==> src/rtl/sysconv_pkg.sv <==
package sysconv_pkg;

    // Datapath widths
    localparam int SMP_W     = 16;
    localparam int WT_W      = 16;
    localparam int ACC_W     = 36;
    localparam int NUM_BANKS = 4;
    localparam int BANK_W    = $clog2(NUM_BANKS);
    localparam int PROD_W    = SMP_W + WT_W;

    typedef logic signed [SMP_W-1:0] smp_t;
    typedef logic signed [WT_W-1:0]  wt_t;
    typedef logic signed [ACC_W-1:0] acc_t;
    typedef logic [BANK_W-1:0]       bank_t;

    // A sample travelling through the array, with its bank tag
    typedef struct packed {
        logic  valid;
        bank_t bank;
        smp_t  data;
    } token_t;

    // A product or partial sum travelling through the array
    typedef struct packed {
        logic valid;
        acc_t sum;
    } psum_t;

    // Largest product magnitude: (-2^(SMP_W-1)) * (-2^(WT_W-1))
    localparam acc_t PROD_MAX = acc_t'(64'sd1 <<< (SMP_W + WT_W - 2));

    // Full-precision product, sign-extended to the accumulator width
    function automatic acc_t widen_prod(input smp_t x, input wt_t w);
        logic signed [PROD_W-1:0] p;
        p = x * w;
        return acc_t'(p);
    endfunction

endpackage

==> src/rtl/sysconv_wbank.sv <==
module sysconv_wbank
    import sysconv_pkg::*;
#(
    parameter int DEPTH = NUM_BANKS
) (
    input  logic  clk,
    input  logic  rst,
    input  logic  wr_en,
    input  bank_t wr_sel,
    input  wt_t   wr_val,
    input  bank_t rd_sel,
    output wt_t   rd_val
);

    wt_t mem_q [DEPTH];

    always_ff @(posedge clk) begin
        if (rst) begin
            for (int i = 0; i < DEPTH; i++) begin
                mem_q[i] <= '0;
            end
        end else if (wr_en) begin
            mem_q[wr_sel] <= wr_val;
        end
    end

    // Coefficient picked by the bank tag of the sample at this cell
    assign rd_val = mem_q[rd_sel];

endmodule

==> src/rtl/sysconv_cell.sv <==
module sysconv_cell
    import sysconv_pkg::*;
#(
    parameter bit TAIL = 1'b0
) (
    input  logic   clk,
    input  logic   rst,
    input  token_t tok_i,
    input  psum_t  ps_i,
    input  logic   wr_en,
    input  bank_t  wr_sel,
    input  wt_t    wr_val,
    output psum_t  ps_o
);

    wt_t   coef;
    psum_t prod_q;
    psum_t sum_q;

    sysconv_wbank #(.DEPTH(NUM_BANKS)) bank_i (
        .clk    (clk),
        .rst    (rst),
        .wr_en  (wr_en),
        .wr_sel (wr_sel),
        .wr_val (wr_val),
        .rd_sel (tok_i.bank),
        .rd_val (coef)
    );

    // Multiplier stage
    always_ff @(posedge clk) begin
        if (rst) begin
            prod_q <= '0;
        end else begin
            prod_q.valid <= tok_i.valid;
            prod_q.sum   <= widen_prod(tok_i.data, coef);
        end
    end

    // Adder stage: works on the previous product while a new one forms
    always_ff @(posedge clk) begin
        if (rst) begin
            sum_q <= '0;
        end else begin
            sum_q.valid <= ps_i.valid & prod_q.valid;
            sum_q.sum   <= ps_i.sum + prod_q.sum;
        end
    end

    // Partial sums take two registers per cell except at the tail
    if (TAIL) begin : g_tail
        assign ps_o = sum_q;
    end else begin : g_hold
        psum_t hold_q;
        always_ff @(posedge clk) begin
            if (rst) begin
                hold_q <= '0;
            end else begin
                hold_q <= sum_q;
            end
        end
        assign ps_o = hold_q;
    end


    prod_bound_chk: assert property (@(posedge clk) disable iff (rst)
        prod_q.valid |-> ($signed(prod_q.sum) <= PROD_MAX &&
                          $signed(prod_q.sum) >= -PROD_MAX));


    mul_add_order_chk: assert property (@(posedge clk) disable iff (rst)
        sum_q.valid |-> $past(tok_i.valid, 2));

endmodule

==> src/rtl/sysconv_array.sv <==
module sysconv_array
    import sysconv_pkg::*;
#(
    parameter int TAPS = 3
) (
    input  logic                     clk,
    input  logic                     rst,
    input  logic                     in_valid,
    input  logic [BANK_W-1:0]        in_bank,
    input  logic signed [SMP_W-1:0]  in_sample,
    input  logic                     wr_en,
    input  logic [$clog2(TAPS)-1:0]  wr_tap,
    input  logic [BANK_W-1:0]        wr_bank,
    input  logic signed [WT_W-1:0]   wr_weight,
    output logic                     out_valid,
    output logic signed [ACC_W-1:0]  out_result
);

    localparam int   TAP_W   = $clog2(TAPS);
    localparam int   CNT_W   = $clog2(TAPS + 1);
    localparam acc_t SUM_MAX = PROD_MAX * TAPS;

    token_t head_tok;
    token_t tok_q   [TAPS-1];
    psum_t  ps_chain[TAPS];
    psum_t  ps_seed;

    assign head_tok = '{valid: in_valid, bank: in_bank, data: in_sample};
    assign ps_seed  = '{valid: 1'b1, sum: '0};

    // Sample path: one register between neighbouring cells
    always_ff @(posedge clk) begin
        if (rst) begin
            for (int j = 0; j < TAPS - 1; j++) begin
                tok_q[j] <= '0;
            end
        end else begin
            tok_q[0] <= head_tok;
            for (int j = 1; j < TAPS - 1; j++) begin
                tok_q[j] <= tok_q[j-1];
            end
        end
    end

    for (genvar k = 0; k < TAPS; k++) begin : g_cell
        token_t tk_in;
        psum_t  ps_in;
        logic   we;

        if (k == 0) begin : g_head
            assign tk_in = head_tok;
            assign ps_in = ps_seed;
        end else begin : g_body
            assign tk_in = tok_q[k-1];
            assign ps_in = ps_chain[k-1];
        end

        assign we = wr_en && (wr_tap == TAP_W'(k));

        sysconv_cell #(.TAIL(k == TAPS - 1)) cell_i (
            .clk    (clk),
            .rst    (rst),
            .tok_i  (tk_in),
            .ps_i   (ps_in),
            .wr_en  (we),
            .wr_sel (wr_bank),
            .wr_val (wr_weight),
            .ps_o   (ps_chain[k])
        );
    end

    assign out_valid  = ps_chain[TAPS-1].valid;
    assign out_result = ps_chain[TAPS-1].sum;

    // Valid samples accepted since reset, saturating at the tap count
    logic [CNT_W-1:0] vin_cnt_q;
    always_ff @(posedge clk) begin
        if (rst) begin
            vin_cnt_q <= '0;
        end else if (in_valid && vin_cnt_q != CNT_W'(TAPS)) begin
            vin_cnt_q <= vin_cnt_q + 1'b1;
        end
    end


    fill_before_valid_chk: assert property (@(posedge clk) disable iff (rst)
        out_valid |-> (vin_cnt_q == CNT_W'(TAPS)));


    sum_bound_chk: assert property (@(posedge clk) disable iff (rst)
        out_valid |-> (out_result <= SUM_MAX && out_result >= -SUM_MAX));


    reset_clear_chk: assert property (@(posedge clk)
        rst |=> !out_valid);

endmodule

==> config.mk <==
export PLATFORM = sky130hd
export DESIGN_NAME = sysconv_array
export DESIGN_NICKNAME = d
export VERILOG_FILES = /design/src/rtl/sysconv_pkg.sv /design/src/rtl/sysconv_wbank.sv /design/src/rtl/sysconv_cell.sv /design/src/rtl/sysconv_array.sv
export SDC_FILE = /design/constraint.sdc
export NUM_CORES = 2
export LEC_CHECK = 0
export BUFFER_PORTS_ARGS = -buffer_cell sky130_fd_sc_hd__buf_4
export CORE_ASPECT_RATIO = 0.8
export CORE_MARGIN = 10
export CORE_UTILIZATION = 35
export DETAILED_ROUTE_END_ITERATION = 8
export SYNTH_ARGS = -nofsm -noshare
export SYNTH_HDL_FRONTEND = slang
export SYNTH_SLANG_ARGS = --single-unit
export TNS_END_PERCENT = 10
==> constraint.sdc <==
create_clock -name clk -period 7.99 [get_ports clk]
set_clock_uncertainty 0.2 [all_clocks]
set_input_delay 0.3995 -clock clk [delete_from_list [all_inputs] [get_ports clk]]
set_output_delay 0.3995 -clock clk [all_outputs]
set_load 0.05 [all_outputs]
-- After elaboration in Yosys (flattened, before gate mapping)
Memories as Yosys holds them, arrays and structs flattened.
Index checks and enable logic that the tools add are counted.
W data, S select, Z words.
- flip-flop bits (word level): 276
- bits of input ports: 42
- memories: 4
- output and inout bits: 37
- word-level logic and storage cells: 61
- bits in writable memories: 230
- memories (name ; depth ; width ; read ports ; clocked after memory_dff ; write ports ; RTL line ; RTL):
    g_cell[0].cell_i.bank_i.mem_q ; 4 ; 16 ; 1 ; 0 ; 4 ; sysconv_wbank.sv:15 ; wt_t mem_q [DEPTH];
    g_cell[1].cell_i.bank_i.mem_q ; 4 ; 16 ; 1 ; 0 ; 4 ; sysconv_wbank.sv:15 ;
    g_cell[2].cell_i.bank_i.mem_q ; 4 ; 16 ; 1 ; 0 ; 4 ; sysconv_wbank.sv:15 ;
    tok_q ; 2 ; 19 ; 2 ; 0 ; 2 ; sysconv_array.sv:24 ; token_t tok_q [TAPS-1];
- reductions and logical operators: 7
- equal/unequal tests: 2
- multiplexer cells: 23
- bitwise operators: 4
- multipliers: 3
- $add $sub $neg: 2
- operator list (operator ; count):
    $mul A16 B16 Y32 ; 3
    $mux W16 ; 3
    $reduce_or A16 Y1 ; 3
    $mux W19 ; 2
    $add A36 B32 Y36 ; 1
    $add A32 B32 Y33 ; 1
    $mux W1 ; 15
    $mux W2 ; 3
    $logic_and A1 B1 Y1 ; 3
    $and A1 B1 Y1 ; 2
    $eq A2 B1 Y1 const B ; 1
    $eq A2 B2 Y1 const B ; 1
    $logic_not A2 Y1 ; 1
    $or A1 B1 Y1 ; 2

-- Logic depth before layout (Yosys ltp)
- word-level depth: 7
- gate-level depth with buffers: 28
- mapped depth without buffers: 25

-- Modules after synthesis
Synthesis repeated with hierarchy kept, for this count alone.
- cells, all modules: 5244
- area total of the unflattened synthesis: 52093.7 um^2
- by module, submodules not included (module ; times used ; area each (um^2) ; seq. area each (um^2) ; cells each):
    sysconv_cell at g_cell[1].cell_i ; 1 ; 14481.4 ; 2142.1 ; 1589
    sysconv_cell at g_cell[0].cell_i ; 1 ; 14462.6 ; 2142.1 ; 1604
    sysconv_cell at g_cell[2].cell_i ; 1 ; 13395.3 ; 1401.3 ; 1480
    sysconv_wbank ; 3 ; 2836.5 ; 1921.8 ; 162
    sysconv_array ; 1 ; 1244.9 ; 760.7 ; 85

-- Worst setup path before layout
Ideal clock, no wire load.
- kind: in2reg
- from: input port in_bank[0]
- to: register g_cell[0].cell_i.prod_q[31] (netlist name)
- required time: 7675 ps
- stages on the path: 25
- data arrival time: 7235 ps
- path buffers: 4
- path slack: 440 ps
- cells stage by stage: clkbuf_1 buf_2 mux4_2 clkbuf_1 nand2_1 fa_1 inv_1 fa_1 fa_1 fa_1 fa_1 inv_1 fa_1 inv_1 ha_1 clkbuf_1 and4_1 a221oi_1 o211ai_1 nand3_1 o211ai_1 a311o_1 a2111oi_2 nor3_1 o21ba_2
- word-level cells in the longest chain between the ends: 2
- ends and longest elaborated chain (item ; RTL line ; RTL):
    from (decl) ; sysconv_array.sv:9 ; input logic [BANK_W-1:0] in_bank,
    $mem_v2 Z4 W16 ; - ;
    $mul A16 B16 Y32 ; sysconv_pkg.sv:35 ; p = x * w;
No other way between the ends.
A chain may end at the register's enable or synchronous reset.

==> metrics <==
Final Util 38.62%; largest net degree at the start of global routing 139; area leader, netlist fa_1; Crit. End Element register; r2r endpoint g_cell[2].cell_i.prod_q[31]; Num CTS Buffers 52; #FFs+latches synth 496; Area growth, synth to finish 9.676%; largest family of logic cells by synthesized area adder cells; share of layout cells above drive strength 1 6.541%; gr usage total 15.64%; Nets 5979; global-route wire length before repair 194.8 mm; DRT iter0 DRCs 2013; via/cell ratio 4.743; Ports 79; DRC errors left 0; most frequent cells after synthesis 888 x inv_1, 788 x fa_1, 545 x and2_1; Mapped Cells 4799; clk slew on worst S/H paths 0.08 ns; DPL Wire Length 95.22 mm; Worst R2R Path Depth 23; worst setup margin 0.4167 ns; f_max 0.1320 GHz; Netlist Area Pre-Place 48650 um2; TritonCTS clock tree done; CP Launch Type register; Synth warnings 0; HP Class primary input to register; slew margin rel. 14.16%; gr ovfl total 0; ranking of synthesized cells by area fa_1 32%, dfxtp_1 13%, edfxtp_1 12%, ha_1 8.0%, and2_1 7.0%; Final Hold Fails 0; Synth async-reset ratio 0%; Slew Viols, Final 0; H-tree levels 2; Core Footprint 138100 um2; share of Yosys cell area claimed by the top area cell type 32.43%; Die Y 353.5 um; WHS Endpoint g_cell[1].cell_i.bank_i.mem_q[2][7]; Final min period 7.573 ns; final setup violation count 0; Die Width 436.8 um; vias 31951; DRT antenna net count 0; port bufs 78; Post-synth EDFFs 192; Req. time, crit path 8.28 ns; clock sinks 496; Post-Synth Simple-Gate Area 16.38%; Worst-Skew Late Latency 0.63 ns; mux cell area share after synthesis 2.281%; total wire length 120.4 mm; critical path data arrival time 7.87 ns; Hold Crit Depth 2; worst slew pin tran 1.283 ns; vias in the first global route 33973; critical path class register to register; die area 154400 um2; crit path max fanout 16; root buffer cell clkbuf_16; r2r startpoint tok_q[0][35]; initial core utilization 35.21%; cell with the most instances after synthesis inv_1; routability cong. 0.8668; Most used DFF post-synth dfxtp_1; Yosys cell types 75; pre-CTS setup slack 0.3135 ns; Core Rows 122; sequential area share after synthesis 24.36%; hold_sp wr_weight[7]; RSZ-0062 raised after global routing false; Max-Cap Viols 0; adder-cell area share of the yosys netlist 40.43%; Synthesized Nets 5940; first drt pass iteration count 5; Clock Tree Buf Depth 3; R2R setup slack 0.42 ns; Fin Setup TNS 0 ns; routed wire length per instance 17.87 um; Compound-Gate Fraction of Synth Area 5.682%; fin crit share 94.78%; synthesized area per cell 10.14 um2; hold_ws 0.02397 ns; Post-Synth XOR/XNOR Area 2.593%; Ant. Diodes 0; initial antenna violation count 1; status finished, final reports clean
-- cells in the final DEF (no fill, tap or decap), types with 105 or more instances in the layout --
master and n:
buf_4 136, edfxtp_1 192, a21oi_1 105, nor2_1 203, nor2b_1 175, dfxtp_1 304, and2_1 545, fa_1 788
nand2_1 431, ha_1 311, inv_1 888
-- metal layers --
| layer | up-vias | global-route usage (%) | share of wire, % |
|---|---|---|---|
| li1 | 14872 | - | - |
| met1 | 16064 | 23.51 | 49 |
| met2 | 902 | 23.83 | 43 |
| met3 | 113 | 2.773 | 6.5 |
| met4 | 0 | 2.327 | 1.6 |
| met5 | - | 0 | 0 |
-- stage by stage --
| step | area [um2] | cells |
|---|---|---|
| global placement | 51300 | 6607 |
| global route | 53350 | 6737 |
| floorplan | 48650 | 4799 |
| finish | 53350 | 6737 |
| detailed placement | 51300 | 6607 |
| CTS | 53290 | 6730 |
-- cells by family after synthesis --
kind of cell,count (synthesis)
buf+inv,1071
mux,54
simple gates,1528
compound gates,407
flops,496
fa+ha+maj,1099
xor+xnor,144
-- worst max-delay path, stage by stage, from the launching register on --
cell and delay, ns:
dfxtp_1 0.44, buf_4 0.22, mux4_2 0.72, and2_1 0.27, fa_1 0.55, inv_1 0.05
fa_1 0.48, fa_1 0.52, inv_1 0.05, fa_1 0.50, fa_1 0.50, inv_1 0.05
fa_1 0.55, inv_1 0.07, ha_1 0.43, a21o_1 0.18, a31oi_1 0.12, a211oi_1 0.28
o211ai_1 0.21, o22ai_1 0.42, a31oi_1 0.21, a22oi_1 0.24, xnor2_1 0.14, nor2_1 0.07
-- flip-flops by register name, indices dropped and copies added, names as in the netlist --
name	cells
g_cell.cell_i.bank_i.mem_q	192
g_cell.cell_i.ps_o	103
g_cell.cell_i.prod_q	97
g_cell.cell_i.sum_q	66
tok_q	38
-- cell type report --
cell class / instances / area [um2]
Fill cell: 13541 / 84790
Clock buffer: 68 / 1433
Timing Repair Buffer: 168 / 1356
Tap cell: 1860 / 2327
Inverter: 888 / 3333
Sequential cell: 496 / 11850
Multi-Input combinational cell: 3232 / 32790
Clock inverter: 25 / 264.0
-- worst max-delay path by stage --
stage                 startpoint                           to  cells after the start
CTS                 tok_q[0][16]  g_cell[1].cell_i.prod_q[29]                     22
global route        tok_q[0][16]  g_cell[1].cell_i.prod_q[29]                     22
global placement    tok_q[0][16]  g_cell[1].cell_i.prod_q[29]                     22
detailed placement  tok_q[0][16]  g_cell[1].cell_i.prod_q[29]                     22
finish              tok_q[0][35]  g_cell[2].cell_i.prod_q[31]                     23
floorplan             in_bank[0]  g_cell[0].cell_i.prod_q[31]                     25
-- what timing repair did --
| action | 4_1_cts | 5_1_grt |
|---|---|---|
| setup buffers | 0 | 7 |
| setup endpoints to repair | 0 | 1 |
| gates resized for setup | 0 | 1 |
| hold buffers | 30 | 0 |
| hold endpoints to repair | 145 | 0 |
Power is not shown: default switching activity piles up to over one toggle a cycle in this logic, so the estimate is an artifact.
